### config.mk
export PLATFORM = sky130hd
export DESIGN_NAME = seg_xlat_top
export DESIGN_NICKNAME = d
export VERILOG_FILES = /design/src/rtl/seg_xlat_pkg.sv /design/src/rtl/seg_desc_table.sv /design/src/rtl/seg_real_path.sv /design/src/rtl/seg_prot_path.sv /design/src/rtl/seg_xlat_top.sv
export SDC_FILE = /design/constraint.sdc
export NUM_CORES = 1
export LEC_CHECK = 0
export ABC_AREA = 0
export BUFFER_PORTS_ARGS = -buffer_cell sky130_fd_sc_hd__buf_2
export CAP_MARGIN = 20
export CORE_ASPECT_RATIO = 0.8
export CORE_MARGIN = 5
export CORE_UTILIZATION = 45
export CTS_CLUSTER_DIAMETER = 100
export DETAILED_ROUTE_END_ITERATION = 12
export PLACE_DENSITY = 0.75
export SETUP_SLACK_MARGIN = 0.2
export SYNTH_ARGS = -nofsm -noshare
export SYNTH_HDL_FRONTEND = slang
export SYNTH_HIERARCHICAL = 1
export SYNTH_SLANG_ARGS = --single-unit
### constraint.sdc
create_clock -name clk_i -period 3.08 [get_ports clk_i]
set_input_delay 0.616 -clock clk_i [delete_from_list [all_inputs] [get_ports clk_i]]
set_output_delay 0.616 -clock clk_i [all_outputs]
set_load 0.03 [all_outputs]
### src/rtl/seg_xlat_pkg.sv
package seg_xlat_pkg;
  localparam int unsigned SEL_W  = 16;
  localparam int unsigned OFF_W  = 32;
  localparam int unsigned ADDR_W = 32;
  localparam int unsigned RSEG_W = 16;  // real-mode segment span in bits (64KB)
  localparam int unsigned IDX_LO = 3;   // low selector bits not used for lookup
  localparam logic [7:0]  EXC_GP = 8'd13;

  typedef enum logic {
    MODE_REAL = 1'b0,
    MODE_PROT = 1'b1
  } xlat_mode_e;

  typedef enum logic [1:0] {
    SZ_BYTE  = 2'd0,
    SZ_WORD  = 2'd1,
    SZ_DWORD = 2'd2,
    SZ_DWRD2 = 2'd3
  } acc_size_e;

  function automatic logic [2:0] size_bytes(input logic [1:0] sz);
    case (sz)
      2'd0:    size_bytes = 3'd1;
      2'd1:    size_bytes = 3'd2;
      default: size_bytes = 3'd4;
    endcase
  endfunction
endpackage

### src/rtl/seg_desc_table.sv
module seg_desc_table
  import seg_xlat_pkg::*;
#(
  parameter int unsigned DEPTH = 16,
  localparam int unsigned IW = (DEPTH > 1) ? $clog2(DEPTH) : 1
) (
  input  logic              clk_i,
  input  logic              rst_ni,
  input  logic              we_i,
  input  logic [IW-1:0]     widx_i,
  input  logic [ADDR_W-1:0] wdata_i,
  input  logic [IW-1:0]     ridx_i,
  output logic [ADDR_W-1:0] rdata_o
);
  logic [ADDR_W-1:0] base_q [DEPTH];

  for (genvar g = 0; g < DEPTH; g++) begin : g_ent
    always_ff @(posedge clk_i or negedge rst_ni) begin
      if (!rst_ni)                           base_q[g] <= '0;
      else if (we_i && widx_i == IW'(g))     base_q[g] <= wdata_i;
    end
  end

  assign rdata_o = base_q[ridx_i];
endmodule

### src/rtl/seg_real_path.sv
module seg_real_path
  import seg_xlat_pkg::*;
(
  input  logic [SEL_W-1:0]  seg_i,
  input  logic [RSEG_W-1:0] off_i,
  input  logic [1:0]        size_i,
  output logic [ADDR_W-1:0] addr_o,
  output logic              over_o
);
  logic [RSEG_W:0] last_byte;

  // last byte touched; a carry out of 16 bits means past the segment end
  assign last_byte = {1'b0, off_i} + (RSEG_W+1)'(size_bytes(size_i) - 3'd1);
  assign over_o    = last_byte[RSEG_W];
  assign addr_o    = (ADDR_W'(seg_i) << 4) + ADDR_W'(off_i);
endmodule

### src/rtl/seg_prot_path.sv
module seg_prot_path
  import seg_xlat_pkg::*;
(
  input  logic [ADDR_W-1:0] base_i,
  input  logic [OFF_W-1:0]  off_i,
  output logic [ADDR_W-1:0] addr_o
);
  assign addr_o = base_i + off_i;
endmodule

### src/rtl/seg_xlat_top.sv
module seg_xlat_top
  import seg_xlat_pkg::*;
#(
  parameter int unsigned DEPTH = 16,
  localparam int unsigned IW = (DEPTH > 1) ? $clog2(DEPTH) : 1
) (
  input  logic              clk_i,
  input  logic              rst_ni,
  input  logic              mode_set_i,
  input  logic              mode_val_i,
  input  logic              req_i,
  input  logic [15:0]       sel_i,
  input  logic [31:0]       off_i,
  input  logic [1:0]        size_i,
  input  logic              tbl_we_i,
  input  logic [IW-1:0]     tbl_idx_i,
  input  logic [31:0]       tbl_base_i,
  output logic              mode_o,
  output logic              vld_o,
  output logic              fault_o,
  output logic [7:0]        fault_code_o,
  output logic [31:0]       addr_o
);
  xlat_mode_e        mode_q;
  logic              vld_q, fault_q;
  logic [ADDR_W-1:0] addr_q;

  logic [IW-1:0]     rd_idx;
  logic [ADDR_W-1:0] tbl_base;
  logic [ADDR_W-1:0] real_addr, prot_addr, nxt_addr;
  logic              real_over, nxt_fault;

  assign rd_idx = sel_i[IDX_LO +: IW];

  seg_desc_table #(.DEPTH(DEPTH)) u_tbl (
    .clk_i   (clk_i),
    .rst_ni  (rst_ni),
    .we_i    (tbl_we_i),
    .widx_i  (tbl_idx_i),
    .wdata_i (tbl_base_i),
    .ridx_i  (rd_idx),
    .rdata_o (tbl_base)
  );

  seg_real_path u_real (
    .seg_i  (sel_i),
    .off_i  (off_i[RSEG_W-1:0]),
    .size_i (size_i),
    .addr_o (real_addr),
    .over_o (real_over)
  );

  seg_prot_path u_prot (
    .base_i (tbl_base),
    .off_i  (off_i),
    .addr_o (prot_addr)
  );

  always_comb begin
    nxt_fault = 1'b0;
    nxt_addr  = prot_addr;
    if (mode_q == MODE_REAL) begin
      nxt_fault = real_over;
      nxt_addr  = real_over ? '0 : real_addr;
    end
  end

  always_ff @(posedge clk_i or negedge rst_ni) begin
    if (!rst_ni)         mode_q <= MODE_REAL;
    else if (mode_set_i) mode_q <= xlat_mode_e'(mode_val_i);
  end

  always_ff @(posedge clk_i or negedge rst_ni) begin
    if (!rst_ni) begin
      vld_q   <= 1'b0;
      fault_q <= 1'b0;
      addr_q  <= '0;
    end else begin
      vld_q   <= req_i;
      fault_q <= req_i & nxt_fault;
      addr_q  <= req_i ? nxt_addr : '0;
    end
  end

  assign mode_o       = mode_q;
  assign vld_o        = vld_q;
  assign fault_o      = fault_q;
  assign fault_code_o = fault_q ? EXC_GP : 8'd0;
  assign addr_o       = addr_q;
endmodule

* After elaboration in Yosys (flattened, before gate mapping) *
Index checks and enable logic that the tools add are counted.

storage, ports and cells
  logic and storage cells = 70
  input bits = 92
  register bits = 547

cells by class
  reductions and logical operators = 18
  eq/ne operators = 16
  $lt $le $gt $ge = 1
  $add $sub $neg = 4
  bitwise operators = 2
  muxes and demuxes = 9

operators with widths
  kind                                                      count
  two-way mux 32 bit                                        5
  binary-select mux 32 bit (select 4 bit)                   1
  adder 32 bit                                              1
  equality test 4 bit, second input constant                8
  adder 20 x 16 -> 21 bit                                   1
  adder 16 x 17 -> 17 bit                                   1
  equality test 4 x 3 -> 1 bit, second input constant       4
  logical AND 1 bit                                         16
  equality test 4 x 2 -> 1 bit, second input constant       2
  one-hot mux 3 bit (2 select lines)                        1
  greater-or-equal comparator 5 bit, second input constant  1
  NOT 4 -> 5 bit                                            1
  equality test 4 x 1 -> 1 bit, second input constant       1
  logical NOT 4 bit                                         1
  two-way mux 4 bit                                         1
  subtractor 3 x 1 -> 4 bit, second input constant          1
  equality test 2 x 1 -> 1 bit, second input constant       1
  logical NOT 2 bit                                         1
  bitwise AND 1 bit                                         1
  two-way mux 1 bit                                         1

* Logic depth before layout (Yosys ltp) *
  word-level depth = 7
  gate-level depth with buffers = 16
  mapped depth without buffers = 13

* By module *
Netlist, hierarchy kept.

modules (own cells, without submodules)
  module          area each (µm²)  cells an instance  instances  seq. area each (µm²)
  seg_desc_table  22770.6          1405               1          12812.3
  seg_prot_path   1712.9           236                1          0.0
  seg_xlat_top    1401.3           94                 1          875.8
  seg_real_path   1004.7           133                1          0.0

* Worst setup path after synthesis *
OpenSTA, ideal clock, no wires.

  path kind = input to register
  start = in sel_i[3]
  end = reg addr_q[18], in the netlist addr_o[18]
  slack = -1.171 ns
  setup time = 0.122 ns
  data required time = 2.958 ns
  arrival time = 4.130 ns
  stages = 15
  path through = clkbuf_1 > buf_2 > mux4_2 > a22oi_1 > nand2_1 > ha_1 > fa_1 > a21o_1 > a221oi_4 > o211ai_2 > a31o_2 > a31oi_1 > o21ai_0 > xor2_1 > a32o_1

on the way
  cells in the longest elaborated chain, start to end = 7
  elaborated cells on any way between the ends = 9
  those cells by class = add/sub: 2; mux: 6; bitwise: 1

RTL lines
  item                                                    RTL line              RTL
  start, declared                                         seg_xlat_top.sv:12    input logic [15:0] sel_i,
  NOT 4 -> 5 bit (not written as such)                    seg_desc_table.sv:24  assign rdata_o = base_q[ridx_i];
  binary-select mux 32 bit (select 4 bit)                 seg_desc_table.sv:24
  two-way mux 32 bit (not written as such) (2 in series)  seg_desc_table.sv:24
  via tbl_base[0]                                         seg_xlat_top.sv:29    logic [ADDR_W-1:0] tbl_base;
  adder 32 bit                                            seg_prot_path.sv:8    assign addr_o = base_i + off_i;
  via prot_addr[18]                                       seg_xlat_top.sv:30    logic [ADDR_W-1:0] real_addr, prot_addr, nxt_addr;
  two-way mux 32 bit                                      seg_xlat_top.sv:62    if (mode_q == MODE_REAL) begin
  two-way mux 32 bit                                      seg_xlat_top.sv:81    addr_q <= req_i ? nxt_addr : '0;
  end signal, assigned                                    seg_xlat_top.sv:81
  end, declared                                           seg_xlat_top.sv:26    logic [ADDR_W-1:0] addr_q;

The timed path passes the listed nets, and every way through them passes these cells. The select of a mux whose other input is x is not followed.
A chain may end at the register's enable or synchronous reset.

* Final worst setup path *
  start = reg u_tbl/base_q[128] (netlist bit)
  end = reg addr_q[16], in the netlist addr_o[16]

on the way
  cells in the longest elaborated chain, start to end = 6

RTL lines
  item                                                    RTL line              RTL
  start, declared                                         seg_desc_table.sv:15  logic [ADDR_W-1:0] base_q [DEPTH];
  start signal, assigned by index                         seg_desc_table.sv:20  else if (we_i && widx_i == IW'(g)) base_q[g] <= wdata_i;
  binary-select mux 32 bit (select 4 bit)                 seg_desc_table.sv:24
  two-way mux 32 bit (not written as such) (2 in series)  seg_desc_table.sv:24
  via tbl_base[0]                                         seg_xlat_top.sv:29
  adder 32 bit                                            seg_prot_path.sv:8
  via prot_addr[16]                                       seg_xlat_top.sv:30
  two-way mux 32 bit                                      seg_xlat_top.sv:62
  two-way mux 32 bit                                      seg_xlat_top.sv:81

The timed path passes the listed nets, and every way through them passes these cells. The select of a mux whose other input is x is not followed.

==> results.cfg <==
[detailed_routing]
drt_iter0_markers = 1317
via_per_inst = 5.95
drt_pre_antenna_iters = 7
wl_microns = 71200
drc = 0
ant_nets = 0
vias = 17500
wl_per_cell_microns = 24.3

[cts]
cts_root_buffer = clkbuf_16
clkSlewWorstSetupHoldPaths_ns = 0.06
cts_buffers = 56
cts.sinks = 547
cts_tree = yes
clock_path_buffers = 3
clk_latency_ns = 0.62
htree_levels = 2

[worst_setup_path]
crit_buf_inv = 0
critical_path.max_fanout = 4
startpoint_type = flop
critPathTopFamily = compound AO/OA/AOI/OAI gates
reg2reg_depth = 13
end_kind = flop
path_cells = mux4_2 > a22oi_2 > nand2_2 > ha_4 > fa_2 > a21o_1 > a221oi_4 > o211ai_4 > a31o_4 > nor2b_4 > a311oi_2 > xnor2_1 > a32o_1
r2r_end = addr_o[16]
path_class = reg -> reg
critPathSlowestCell = mux4_2
r2r_slack_ns = -0.36
crit_arrival_ns = 3.94
cpPeakStageDelay_ns = 0.49
worstPathRequired_ns = 3.58
reg2reg_from = u_tbl/base_q[128]

[die]
core_area_sq_um = 59500
initial_core_util_pct = 45.2
die_h_microns = 229
dieArea_sq_um = 64800
num_rows = 80
die_w_microns = 283
io_pins = 135

[timing]
slew_violations = 0
relSlewSlack_pct = 45.0
tightest_slew_ns = 0.823
finalCriticalPeriod_ns = 3.44
skew_ns = 0.0207
fin_tns_setup_ns = -4.07
setup_slack_ns = -0.364
hold_viol_final = 0
setup_viol = 20
fmaxAchievable_ghz = 0.290
rsz0062_at_grt = true
period_share_pct = 112

[cells_and_area]
register_area_sq_um = 13700
post-route-util_pct = 54.7
multi_input_area_sq_um = 13100
drive_gt1_share_pct = 54.8
area_delta_synth_final_pct = 21.0
fillers = 4615
final_nets = 2254

[yosys]
syn_inst = 1868
synthFlopType = dfrtp_1
synth_area_sq_um = 26900
synthTopCellsByArea = dfrtp_1 51%, mux2_2 21%, mux4_2 11%
async_flop_share_pct = 100
synth_top_area_share_pct = 50.9
synth-seq-cells = 547
synthDistinctLibCells = 76
synth_largest_area_cell = dfrtp_1
avgSynthCellArea_sq_um = 14.4
seq_area_frac_synth_pct = 50.9
ys_warn_count = 6
synth_edf_count = 0

[power_and_ir_drop]
p_leak_nw = 14.2
vdd.ir_drop.worst_uv = 502
powerDensity_nw_per_um2 = 697

[grt]
grt_start_max_net_pins = 93
grt_pass1_vias = 18900
grt_pass1_wl_microns = 111000
antenna_found_initial = 8
grtUsageTotal_pct = 21.7
grt_overflow = 0

[placed_design]
portBuffers = 129
gp_congestion = 0.891
hpwl_microns = 45200
dpl_worst_slack_ns = -1.20

[worst_hold_path]
whs_endpoint = vld_o
hold_start = req_i
worstHoldPathCells = 1
min_path_type = in -> reg

[job]
cap_violations = 0

[run_status]
violations = setup timing
outcome = finished, violations left
per-stage QoR:
stage / total power [mW] / area (sq um) / hold slack [ns] / std cells
2_1_floorplan: 13.3 / 27100 / 0.320 / 1889
3_3_place_gp: 14.8 / 29700 / 0.469 / 2808
3_5_place_dp: 15.2 / 29700 / 0.480 / 2808
4_1_cts: 22.5 / 32200 / 0.164 / 2926
5_1_grt: 23.7 / 32500 / 0.187 / 2934
6_report: 22.7 / 32500 / 0.201 / 2937
synthesized netlist by cell type (all sizes together) (4+ instances only):
cell type  instances
ha                51
dfrtp            547
inv               14
a32o              31
o21a               4
o31ai              4
o211ai             6
buf               98
clkbuf            76
a31oi              7
nor2b              7
mux2             512
a21o              16
a311oi             6
and2               5
xnor2             23
nor2              38
and3               6
nand2             65
nor3               9
a22oi             64
a21oi             38
a211oi             5
or3                4
o21bai             4
xor2              17
nand4              8
nand3             11
o21ai             18
mux4             128
cells by family (layout without fill, tap and decap cells):
kind of cell	Yosys count	in the layout	share of synthesized area, %
muxes	642	642	32.2
DFF	547	547	50.9
AOI/OAI and AO/OA	230	230	6.59
buffers and inverters	188	452	3.46
and+or+nand+nor	166	166	2.95
adders and majority gates	53	53	2.52
xor gates and xnor gates	40	40	1.30
other	2	28	0.0279
flip-flops by register name, summed over array words and instances, names as in the netlist:
register      cells
u_tbl/base_q    512
addr_o           32
fault_o           1
mode_o            1
vld_o             1
worst reg2reg max path, cell delays in order (launching register included):
cell and delay (ns):
dfrtp_1 0.37, mux4_2 0.49, a22oi_2 0.18, nand2_2 0.13
ha_4 0.19, fa_2 0.34, a21o_1 0.23, a221oi_4 0.31
o211ai_4 0.17, a31o_4 0.27, nor2b_4 0.13, a311oi_2 0.20
xnor2_1 0.09, a32o_1 0.22
where the power goes:
| part | internal [mW] | total (mW) | switching (mW) | leakage (nW) |
|---|---|---|---|---|
| logic | 3.35 | 6.03 | 2.68 | 6.56 |
| clock network | 4.08 | 6.96 | 2.89 | 0.923 |
| registers | 8.83 | 9.66 | 0.829 | 6.74 |
layout make-up:
| class | count | area share [%] |
|---|---|---|
| Antenna cell | 5 | 0.0385 |
| Clock buffer | 77 | 4.83 |
| Clock inverter | 25 | 1.02 |
| Inverter | 14 | 0.162 |
| Multi-Input combinational cell | 1154 | 40.2 |
| Sequential cell | 547 | 42.1 |
| Tap cell | 779 | 3.00 |
| Timing Repair Buffer | 336 | 8.71 |
worst max-delay path by stage:
stage	cells past startpoint	from	slack (ns)	to
finish	13	u_tbl/base_q[128]	-0.36	addr_o[16]
global route	13	u_tbl/base_q[224]	-0.48	addr_o[30]
CTS	13	u_tbl/base_q[128]	-0.37	addr_o[30]
detailed placement	16	sel_i[3]	-1.20	addr_o[29]
global placement	16	sel_i[3]	-1.14	addr_o[29]
floorplan	15	sel_i[3]	-0.74	addr_o[16]
layout by cell type (no fill, tap or decap), types with 28 or more instances in the layout:
cell type and count:
mux2_2 503, a22oi_1 52, dfrtp_1 547, buf_2 126, mux4_2 128, buf_4 155, a21oi_1 28, ha_1 36
a32o_1 31, nand2_1 46, buf_12 32, clkbuf_16 57
routing by layer:
metal  part of all wire (%)  global-route usage, %
met2                     49                   35.9
met1                     43                   29.6
met4                    1.9                   5.47
met5                  0.032                      0
met3                    6.8                   4.66
what timing repair did:
action,4_1_cts,5_1_grt
setup buffers,10,5
cloned,5,0
hold buffers,1,0
resized for setup,85,41
hold endpoints to repair,1,0
pin swaps,41,13
endpoints found under the setup margin,26,25
Note: power is estimated with default switching activity, not from simulation.
